### src/rtl/fpg_pkg.sv
// Package: shared types for the frame pulse generator.
// Assumes nothing beyond IEEE 1800-2017 packed structs.
package fpg_pkg;

    // Per-frame configuration captured by fpg_cfg_latch.
    typedef struct packed {
        logic wide;   // 1: two-period pulse, 0: one-period pulse
        logic hi;     // 1: active-high pulse, 0: active-low pulse
    } fpg_cfg_t;

endpackage

### src/rtl/fpg_timebase.sv
// Module: frame position counter.
// Counts core cycles 0 .. FRAME_CYC-1 and wraps. Exposes the next
// position so that downstream registers can line up with the counter.
// Assumes FRAME_CYC >= 4 and FRAME_CYC fits in POS_W bits.
module fpg_timebase #(
    parameter int FRAME_CYC = 4096,
    parameter int POS_W     = 12
) (
    input  logic             clk,
    input  logic             rst_n,
    output logic [POS_W-1:0] pos_nxt_o
);

    localparam logic [POS_W-1:0] LAST_POS = POS_W'(FRAME_CYC - 1);

    logic [POS_W-1:0] pos_q;

    // Next position: wraps from the last position back to zero.
    always_comb begin
        if (!rst_n)
            pos_nxt_o = '0;
        else if (pos_q == LAST_POS)
            pos_nxt_o = '0;
        else
            pos_nxt_o = pos_q + POS_W'(1);
    end

    // Position register: cleared by reset.
    always_ff @(posedge clk) begin
        pos_q <= pos_nxt_o;
    end

    // The counter returns to zero after its last position.
    assert_wrap_R2: assert property (@(posedge clk) disable iff (!rst_n)
        (pos_q == LAST_POS) |=> (pos_q == '0));

    // Below the last position, the counter moves up by exactly one.
    assert_step_R2: assert property (@(posedge clk) disable iff (!rst_n)
        (pos_q != LAST_POS) |=> (pos_q == $past(pos_q) + POS_W'(1)));

endmodule

### src/rtl/fpg_cfg_latch.sv
// Module: once-per-frame capture of the width and format settings.
// Captures the settings on the edge that enters position LATCH_POS,
// which lies just after the widest pulse has ended. The pulse in
// progress therefore always finishes with the settings it began with.
// In reset the width returns to narrow and the format follows the input
// live, so that the idle level during reset is already correct.
module fpg_cfg_latch
    import fpg_pkg::*;
#(
    parameter int POS_W     = 12,
    parameter int LATCH_POS = 2
) (
    input  logic             clk,
    input  logic             rst_n,
    input  logic [POS_W-1:0] pos_nxt_i,
    input  logic             wide_i,
    input  logic             hi_i,
    output fpg_cfg_t         cfg_q_o,
    output fpg_cfg_t         cfg_nxt_o
);

    logic lat;

    // Capture strobe: true on the edge that enters the capture position.
    assign lat = (pos_nxt_i == POS_W'(LATCH_POS));

    // Next configuration: reset default, fresh capture, or hold.
    always_comb begin
        if (!rst_n) begin
            cfg_nxt_o.wide = 1'b0;
            cfg_nxt_o.hi   = hi_i;
        end else if (lat) begin
            cfg_nxt_o.wide = wide_i;
            cfg_nxt_o.hi   = hi_i;
        end else begin
            cfg_nxt_o = cfg_q_o;
        end
    end

    // Configuration register.
    always_ff @(posedge clk) begin
        cfg_q_o <= cfg_nxt_o;
    end

    // Outside the capture point, input changes never reach the settings.
    assert_cfg_hold_R7: assert property (@(posedge clk) disable iff (!rst_n)
        !lat |=> (cfg_q_o == $past(cfg_q_o)));

endmodule

### src/rtl/fpg_shaper.sv
// Module: output shaping for the frame pulse, output clock and strobe.
// All outputs are registered from the next frame position and the next
// configuration, so each output matches the position held in the
// counter and carries no decode glitches.
// The pulse sits around the wrap: K cycles before position 0 and K
// cycles from position 0 on, where K is the width in output periods.
// Assumes WIDE_PER >= NARROW_PER >= 1 and 2*WIDE_PER < FRAME_CYC.
module fpg_shaper
    import fpg_pkg::*;
#(
    parameter int FRAME_CYC  = 4096,
    parameter int POS_W      = 12,
    parameter int NARROW_PER = 1,
    parameter int WIDE_PER   = 2
) (
    input  logic             clk,
    input  logic             rst_n,
    input  logic [POS_W-1:0] pos_nxt_i,
    input  fpg_cfg_t         cfg_nxt_i,
    input  fpg_cfg_t         cfg_q_i,
    output logic             fp_o,
    output logic             fs_o,
    output logic             ck_o
);

    localparam logic [POS_W-1:0] N_LO = POS_W'(FRAME_CYC - NARROW_PER);
    localparam logic [POS_W-1:0] N_HI = POS_W'(NARROW_PER);
    localparam logic [POS_W-1:0] W_LO = POS_W'(FRAME_CYC - WIDE_PER);
    localparam logic [POS_W-1:0] W_HI = POS_W'(WIDE_PER);

    logic in_narrow;
    logic in_wide;
    logic act;

    // Window decode for the narrow pulse.
    assign in_narrow = (pos_nxt_i >= N_LO) || (pos_nxt_i < N_HI);

    // Window decode for the wide pulse; shared when both widths coincide.
    generate
        if (WIDE_PER == NARROW_PER) begin : g_same_width
            assign in_wide = in_narrow;
        end else begin : g_own_width
            assign in_wide = (pos_nxt_i >= W_LO) || (pos_nxt_i < W_HI);
        end
    endgenerate

    // Active window chosen by the width setting.
    assign act = cfg_nxt_i.wide ? in_wide : in_narrow;

    // Output registers: idle level in reset, else shaped from next state.
    always_ff @(posedge clk) begin
        if (!rst_n) begin
            fp_o <= ~cfg_nxt_i.hi;
            fs_o <= 1'b0;
            ck_o <= 1'b0;
        end else begin
            fp_o <= cfg_nxt_i.hi ? act : ~act;
            fs_o <= (pos_nxt_i == '0);
            ck_o <= pos_nxt_i[0];
        end
    end

    // The frame-start strobe never lasts longer than one cycle.
    assert_fs_single_R2: assert property (@(posedge clk) disable iff (!rst_n)
        fs_o |=> !fs_o);

    // The frame starts on the low half of the output clock.
    assert_fs_clk_low_R3: assert property (@(posedge clk) disable iff (!rst_n)
        fs_o |-> !ck_o);

    // Out of reset, the output clock changes level on every core cycle.
    assert_clk_toggle_R3: assert property (@(posedge clk) disable iff (!rst_n)
        $past(rst_n) |-> (ck_o != $past(ck_o)));

    // The pulse is active at frame start, whatever width is in force.
    assert_fs_in_pulse_R4: assert property (@(posedge clk) disable iff (!rst_n)
        fs_o |-> (fp_o == cfg_q_i.hi));

endmodule

### src/rtl/frame_pulse_gen.sv
// Module: top of the selectable-width frame pulse generator.
// Ties together the frame counter, the per-frame settings capture and
// the output shaper, and registers the pad enable.
// Assumes clk runs at twice the output bit-clock rate, and that
// FRAME_PER is the number of output-clock periods in one frame.
module frame_pulse_gen #(
    parameter int FRAME_PER  = 2048,
    parameter int NARROW_PER = 1,
    parameter int WIDE_PER   = 2
) (
    input  logic clk,
    input  logic rst_n,
    input  logic in_fmt_hi,
    input  logic wide_sel,
    input  logic out_en,
    output logic fp_out,
    output logic clk_out,
    output logic frame_start,
    output logic fp_oe
);

    import fpg_pkg::*;

    localparam int FRAME_CYC = 2 * FRAME_PER;
    localparam int POS_W     = $clog2(FRAME_CYC);
    localparam int LATCH_POS = WIDE_PER;

    logic [POS_W-1:0] pos_nxt;
    fpg_cfg_t         cfg_q;
    fpg_cfg_t         cfg_nxt;

    fpg_timebase #(
        .FRAME_CYC (FRAME_CYC),
        .POS_W     (POS_W)
    ) u_timebase (
        .clk       (clk),
        .rst_n     (rst_n),
        .pos_nxt_o (pos_nxt)
    );

    fpg_cfg_latch #(
        .POS_W     (POS_W),
        .LATCH_POS (LATCH_POS)
    ) u_cfg (
        .clk       (clk),
        .rst_n     (rst_n),
        .pos_nxt_i (pos_nxt),
        .wide_i    (wide_sel),
        .hi_i      (in_fmt_hi),
        .cfg_q_o   (cfg_q),
        .cfg_nxt_o (cfg_nxt)
    );

    fpg_shaper #(
        .FRAME_CYC  (FRAME_CYC),
        .POS_W      (POS_W),
        .NARROW_PER (NARROW_PER),
        .WIDE_PER   (WIDE_PER)
    ) u_shaper (
        .clk       (clk),
        .rst_n     (rst_n),
        .pos_nxt_i (pos_nxt),
        .cfg_nxt_i (cfg_nxt),
        .cfg_q_i   (cfg_q),
        .fp_o      (fp_out),
        .fs_o      (frame_start),
        .ck_o      (clk_out)
    );

    // Pad enable register: off in reset, else follows the request.
    always_ff @(posedge clk) begin
        if (!rst_n)
            fp_oe <= 1'b0;
        else
            fp_oe <= out_en;
    end

    // A raised request turns the enable on one cycle later.
    assert_oe_on_R8: assert property (@(posedge clk) disable iff (!rst_n)
        out_en |=> fp_oe);

    // A dropped request turns the enable off one cycle later.
    assert_oe_off_R8: assert property (@(posedge clk) disable iff (!rst_n)
        !out_en |=> !fp_oe);

endmodule

### config.mk
export PLATFORM = sky130hd
export DESIGN_NAME = frame_pulse_gen
export DESIGN_NICKNAME = d
export VERILOG_FILES = /design/src/rtl/fpg_pkg.sv /design/src/rtl/fpg_timebase.sv /design/src/rtl/fpg_cfg_latch.sv /design/src/rtl/fpg_shaper.sv /design/src/rtl/frame_pulse_gen.sv
export SDC_FILE = /design/constraint.sdc
export NUM_CORES = 1
export LEC_CHECK = 0
export ABC_AREA = 1
export BUFFER_PORTS_ARGS = -buffer_cell sky130_fd_sc_hd__buf_2
export CORE_ASPECT_RATIO = 0.9
export CORE_MARGIN = 2
export CORE_UTILIZATION = 25
export DETAILED_ROUTE_END_ITERATION = 7
export GPL_TIMING_DRIVEN = 0
export HOLD_SLACK_MARGIN = 0.08
export SLEW_MARGIN = 15
export SYNTH_ARGS = -nofsm -noshare
export SYNTH_HDL_FRONTEND = slang
export SYNTH_SLANG_ARGS = --single-unit
### constraint.sdc
create_clock -name clk -period 2.6 [get_ports clk]
set_input_delay 0.13 -clock clk [delete_from_list [all_inputs] [get_ports clk]]
set_output_delay 0.13 -clock clk [all_outputs]
set_load 0.02 [all_outputs]
Word-level counts from Yosys, hierarchy flattened
Cells that the tools add are included.
- $lt $le $gt $ge: 4
- reduce and logical (&&, ||, !) cells: 3
- bitwise logic cells: 2
- add/subtract/negate cells: 1
- eq/ne operators: 2
- multiplexer cells: 7
- operators by type and width (operator ; number):
    12-bit greater-or-equal comparator, second input constant ; 2
    12-bit 2-to-1 mux ; 2
    12-bit by 1-bit adder with 12-bit output, second input constant ; 1
    12-bit equality test, second input constant ; 1
    12-bit by 2-bit equality test with 1-bit output, second input constant ; 1
    12-bit logical NOT ; 1
    12-bit by 1-bit less-than comparator with 1-bit output, second input constant ; 1
    12-bit by 2-bit less-than comparator with 1-bit output, second input constant ; 1
    2-bit 2-to-1 mux ; 2
    1-bit 2-to-1 mux ; 3
    1-bit logical OR ; 2
    1-bit inverter ; 2
- bits of input ports: 5
- logic and storage cells: 26
- flip-flop bits (word level): 18
- output and inout port bits: 4

Logic depth before layout (Yosys ltp)
- depth after elaboration: 10
- depth in mapped cells: 17
- gate-level depth less buffers: 17

Modules after synthesis
Synthesis repeated with hierarchy kept, for this count alone.
- cell total of the unflattened synthesis: 153
- area total of the unflattened synthesis: 1001.0 µm²
- modules (own cells, without submodules) (module ; area each (µm²) ; seq. area each (µm²) ; cells an instance ; times used):
    fpg_timebase ; 568.0 ; 240.2 ; 77 ; 1
    fpg_shaper ; 266.5 ; 60.1 ; 47 ; 1
    fpg_cfg_latch ; 138.9 ; 40.0 ; 26 ; 1
    frame_pulse_gen ; 27.5 ; 20.0 ; 3 ; 1

Worst setup path after synthesis
OpenSTA, ideal clock, no wires.
- kind: flip-flop to flip-flop
- from: register u_timebase.pos_q[0]
- to: register u_shaper.fp_o
- data arrival time: 1.706 ns
- path buffers: 0
- setup slack: 0.785 ns
- stages on the path, launching flop included: 17
- clock period less this slack: 1.815 ns
- path through: dfxtp_1 ha_1 nand2_2 nor2_4 nand3_4 nand2_4 inv_4 nand3_4 nand2_2 nor2_2 nand2_1 nand3b_1 nand2_2 inv_2 nand3_1 nand2_1 inv_1
- RTL lines (item ; RTL line ; RTL):
    start: declaration ; fpg_timebase.sv:16 ; logic [POS_W-1:0] pos_q;
    start signal: assignment ; fpg_timebase.sv:30 ; pos_q <= pos_nxt_o;
    end signal: assignment ; fpg_shaper.sv:53 ; fp_o <= ~cfg_nxt_i.hi;
    end signal: assignment ; fpg_shaper.sv:57 ; fp_o <= cfg_nxt_i.hi ? act : ~act;
    end: declaration ; fpg_shaper.sv:21 ; output logic fp_o,

Worst setup path after layout
- from: register u_timebase.pos_q[0]
- to: register u_shaper.fp_o
- longest elaborated chain between the ends: 10
- elaborated cells between the ends (all ways): 18
- classes of those cells: add/sub: 1; order compare: 4; eq/ne: 2; mux: 7; bitwise: 2; reduce/logical: 2
- ends and longest elaborated chain (item ; RTL line ; RTL):
    12-bit by 1-bit adder with 12-bit output or 12-bit equality test (tied branches) ; fpg_timebase.sv:25, fpg_timebase.sv:22 ;
    12-bit 2-to-1 mux (*) ; fpg_timebase.sv:22 ; else if (pos_q == LAST_POS)
    12-bit 2-to-1 mux (*) ; fpg_timebase.sv:20 ; if (!rst_n)
    parallel branches: the longest is 6 deep, another holds 12-bit greater-or-equal comparator ; - ;
    1-bit 2-to-1 mux (*) ; fpg_shaper.sv:52 ; if (!rst_n) begin
Every way passes the cells marked *.
A chain may end at the register's enable or synchronous reset.

==> results.yml <==
outcome:
  status: "finished, final reports clean"
setup_path:
  r2r_slack_ns: 0.50
  path_cells: "ha_1 -> nand2_2 -> nor2_4 -> nand3_4 -> nand2_4 -> inv_4 -> o21ai_2 -> nand2_1 -> nor2_2 -> nand2_1 -> nand2_1 -> nand3_1 -> nand2_1 -> nand3_1 -> nand2_1 -> inv_1"
  timing.critical_path.to: "u_shaper.fp_o"
  cp.arrival_ns: 2.26
  reg2reg_depth: 16
  r2r-end: "u_shaper.fp_o"
  critical_path_class: "reg -> reg"
  end_kind: "register"
  r2r_start: "u_timebase.pos_q[0]"
  crit_top_cell: "nand2_1"
  critical_path_required_ns: 2.76
  max_stage_delay_ns: 0.39
  critPathLaunchType: "register"
  startpoint: "u_timebase.pos_q[0]"
  worst_path_max_delay_cell: "dfxtp_1"
  cp_max_fo: 5
layout:
  drive_above_1_share_pct: 20.0
  stdcell_area_um2: 1400
  final_util_pct: 29.4
  n_antenna_cell: 0
  area_growth_pct: 14.1
  fin_cells: 270
  fillCellCount: 525
  nets: 213
floorplan:
  io_pins: 9
  fp.dieW_um: 77.9
  start_util_pct: 25.7
  rows: 24
  coreArea_um2: 4770
  dieHeight_um: 70.5
  die_area_um2: 5490
sta:
  setup_ws_ns: 0.500
  timing.final.crit_share_pct: 80.8
  hold_ws_ns: 0.176
  skew_ns: 0.00353
  totalNegativeSetupSlack_ns: 0
  max_freq_mhz: 476
  rsz0062_at_grt: "false"
  finalSetupViolCount: 0
  worstMarginPinSlew_ns: 0.348
  maxSlewViolCount: 0
  fin_crit_ns: 2.10
  hold_viol: 0
  slew_headroom_pct: 76.7
power:
  powerDensity_nw_per_um2: 419
  leakagePower_nw: 0.655
  ir_worst_vdd_uv: 234
  power_mw: 0.587
clock_network:
  cts_tree: "yes"
  cts_resized: 0
  clk_pin_slew_ns: 0.07
  clock-sinks: 18
  clock_latency_ns: 0.25
  cts-root-buf: "clkbuf_8"
  cts_buffer_depth: 2
  h-tree-depth: 1
  cts_buffers: 3
placement:
  place_area_um2: 1350
  dp_cells: 266
  place_ws_ns: 0.500
  hpwlAfterDp_um: 2150
  io_buffers: 8
  place_congestion: 0.809
route:
  drt_iter0_drc: 49
  vias: 1133
  drt_first_pass_iters: 4
  drc: 0
  routed_via_density: 4.20
  wirelength_um: 2680
  wl_per_cell_um: 9.93
  ant_nets: 0
synth:
  synthFlopType: "dfxtp_1"
  synthCells: 193
  async_flop_share_pct: 0
  yosysTopAreaCell: "dfxtp_1"
  yosysSeqAreaShare_pct: 29.3
  ys_seq_elements: 18
  netlist.area_leader.share_pct: 29.3
  synth_edf_count: 0
  synthesis.nets: 199
  synth.distinct_cells: 22
  synth.avg_cell_area_um2: 6.37
  synth_area_leaders: "dfxtp_1 (29%), nand2_1 (19%), nor2_1 (8.2%)"
  yosys-top-cells-count: "nand2_1 (61), nor2_1 (27), inv_1 (24), nand3_1 (19), dfxtp_1 (18)"
  synth_area_um2: 1230
  ys_warn_count: 0
  synth.most_common_cell: "nand2_1"
global_routing:
  antenna_found_initial: 0
  grt_first_pass_wirelength_um: 4680
  grt_pass1_vias: 1039
  overflow: 0
  grt_max_degree: 11
  grt_usage_pct: 10.7
run:
  maxCapViolCount: 0
hold_path:
  hp-class: "in -> reg"
[cell families after synthesis]
group	after synthesis	synth area share, %
flops	18	29.3
buf+inv	30	9.47
compound gates	6	3.16
fa+ha+maj	1	1.02
simple gates	138	57.0
[timing repair]
action	in CTS	in global routing
setup endpoints to repair	0	0
endpoints found under the hold margin	1	0
buffers inserted	0	0
hold buffers	1	0
[critical path, delay by kind of cell (launching register included)]
family | cells | cell delay [ns]
fa+ha+maj | 1 | 0.24
buf+inv | 2 | 0.11
flops | 1 | 0.39
compound gates | 1 | 0.09
simple gates | 12 | 1.19
[final cells by class]
class,instances,area (µm²),area share (%)
Timing Repair Buffer,9,50.0,3.57
Sequential cell,18,360,25.7
Multi-Input combinational cell,145,752,53.7
Tap cell,65,81.3,5.80
Clock buffer,3,41.3,2.95
Buffer,1,5.00,0.357
Inverter,29,111,7.95
[routing by layer]
layer	GRT usage, %	wire (µm)
met1	14.6	1430
met2	17.0	1170
met3	2.71	78
met4	2.34	0
met5	0	0
[worst min path at each step]
stage               from               end  cells past startpoint
6_report       in_fmt_hi  u_cfg.cfg_q_o[0]                      5
5_1_grt        in_fmt_hi  u_cfg.cfg_q_o[0]                      5
4_1_cts        in_fmt_hi  u_cfg.cfg_q_o[0]                      5
3_5_place_dp      out_en             fp_oe                      3
3_3_place_gp      out_en             fp_oe                      3
2_1_floorplan     out_en             fp_oe                      2
[flip-flops by register name (all words and copies together) (netlist names)]
register,count
fp_oe,1
u_timebase.pos_q,12
u_shaper.fs_o,1
u_cfg.cfg_q_o,2
u_shaper.ck_o,1
u_shaper.fp_o,1
[cell usage in the layout, fill, tap and decap left out, types with 2 or more instances in the layout]
| cell | Yosys | layout |
|---|---|---|
| buf_2 | 1 | 9 |
| clkbuf_8 | 0 | 3 |
| dfxtp_1 | 18 | 18 |
| inv_1 | 24 | 24 |
| inv_2 | 4 | 4 |
| nand2_1 | 61 | 61 |
| nand2_2 | 4 | 4 |
| nand3_1 | 19 | 19 |
| nand3_4 | 3 | 3 |
| nand3b_1 | 3 | 3 |
| nand4_1 | 5 | 5 |
| nor2_1 | 27 | 27 |
| nor2_2 | 7 | 7 |
| nor2_4 | 7 | 7 |
| o21ai_0 | 2 | 2 |
[where the power goes]
group	internal, mW	switching (mW)	leakage (nW)
clock	0.103	0.0956	0.0216
sequential	0.289	0.00571	0.147
combinational	0.0334	0.0605	0.486
Power figures use the tool's default switching activity.
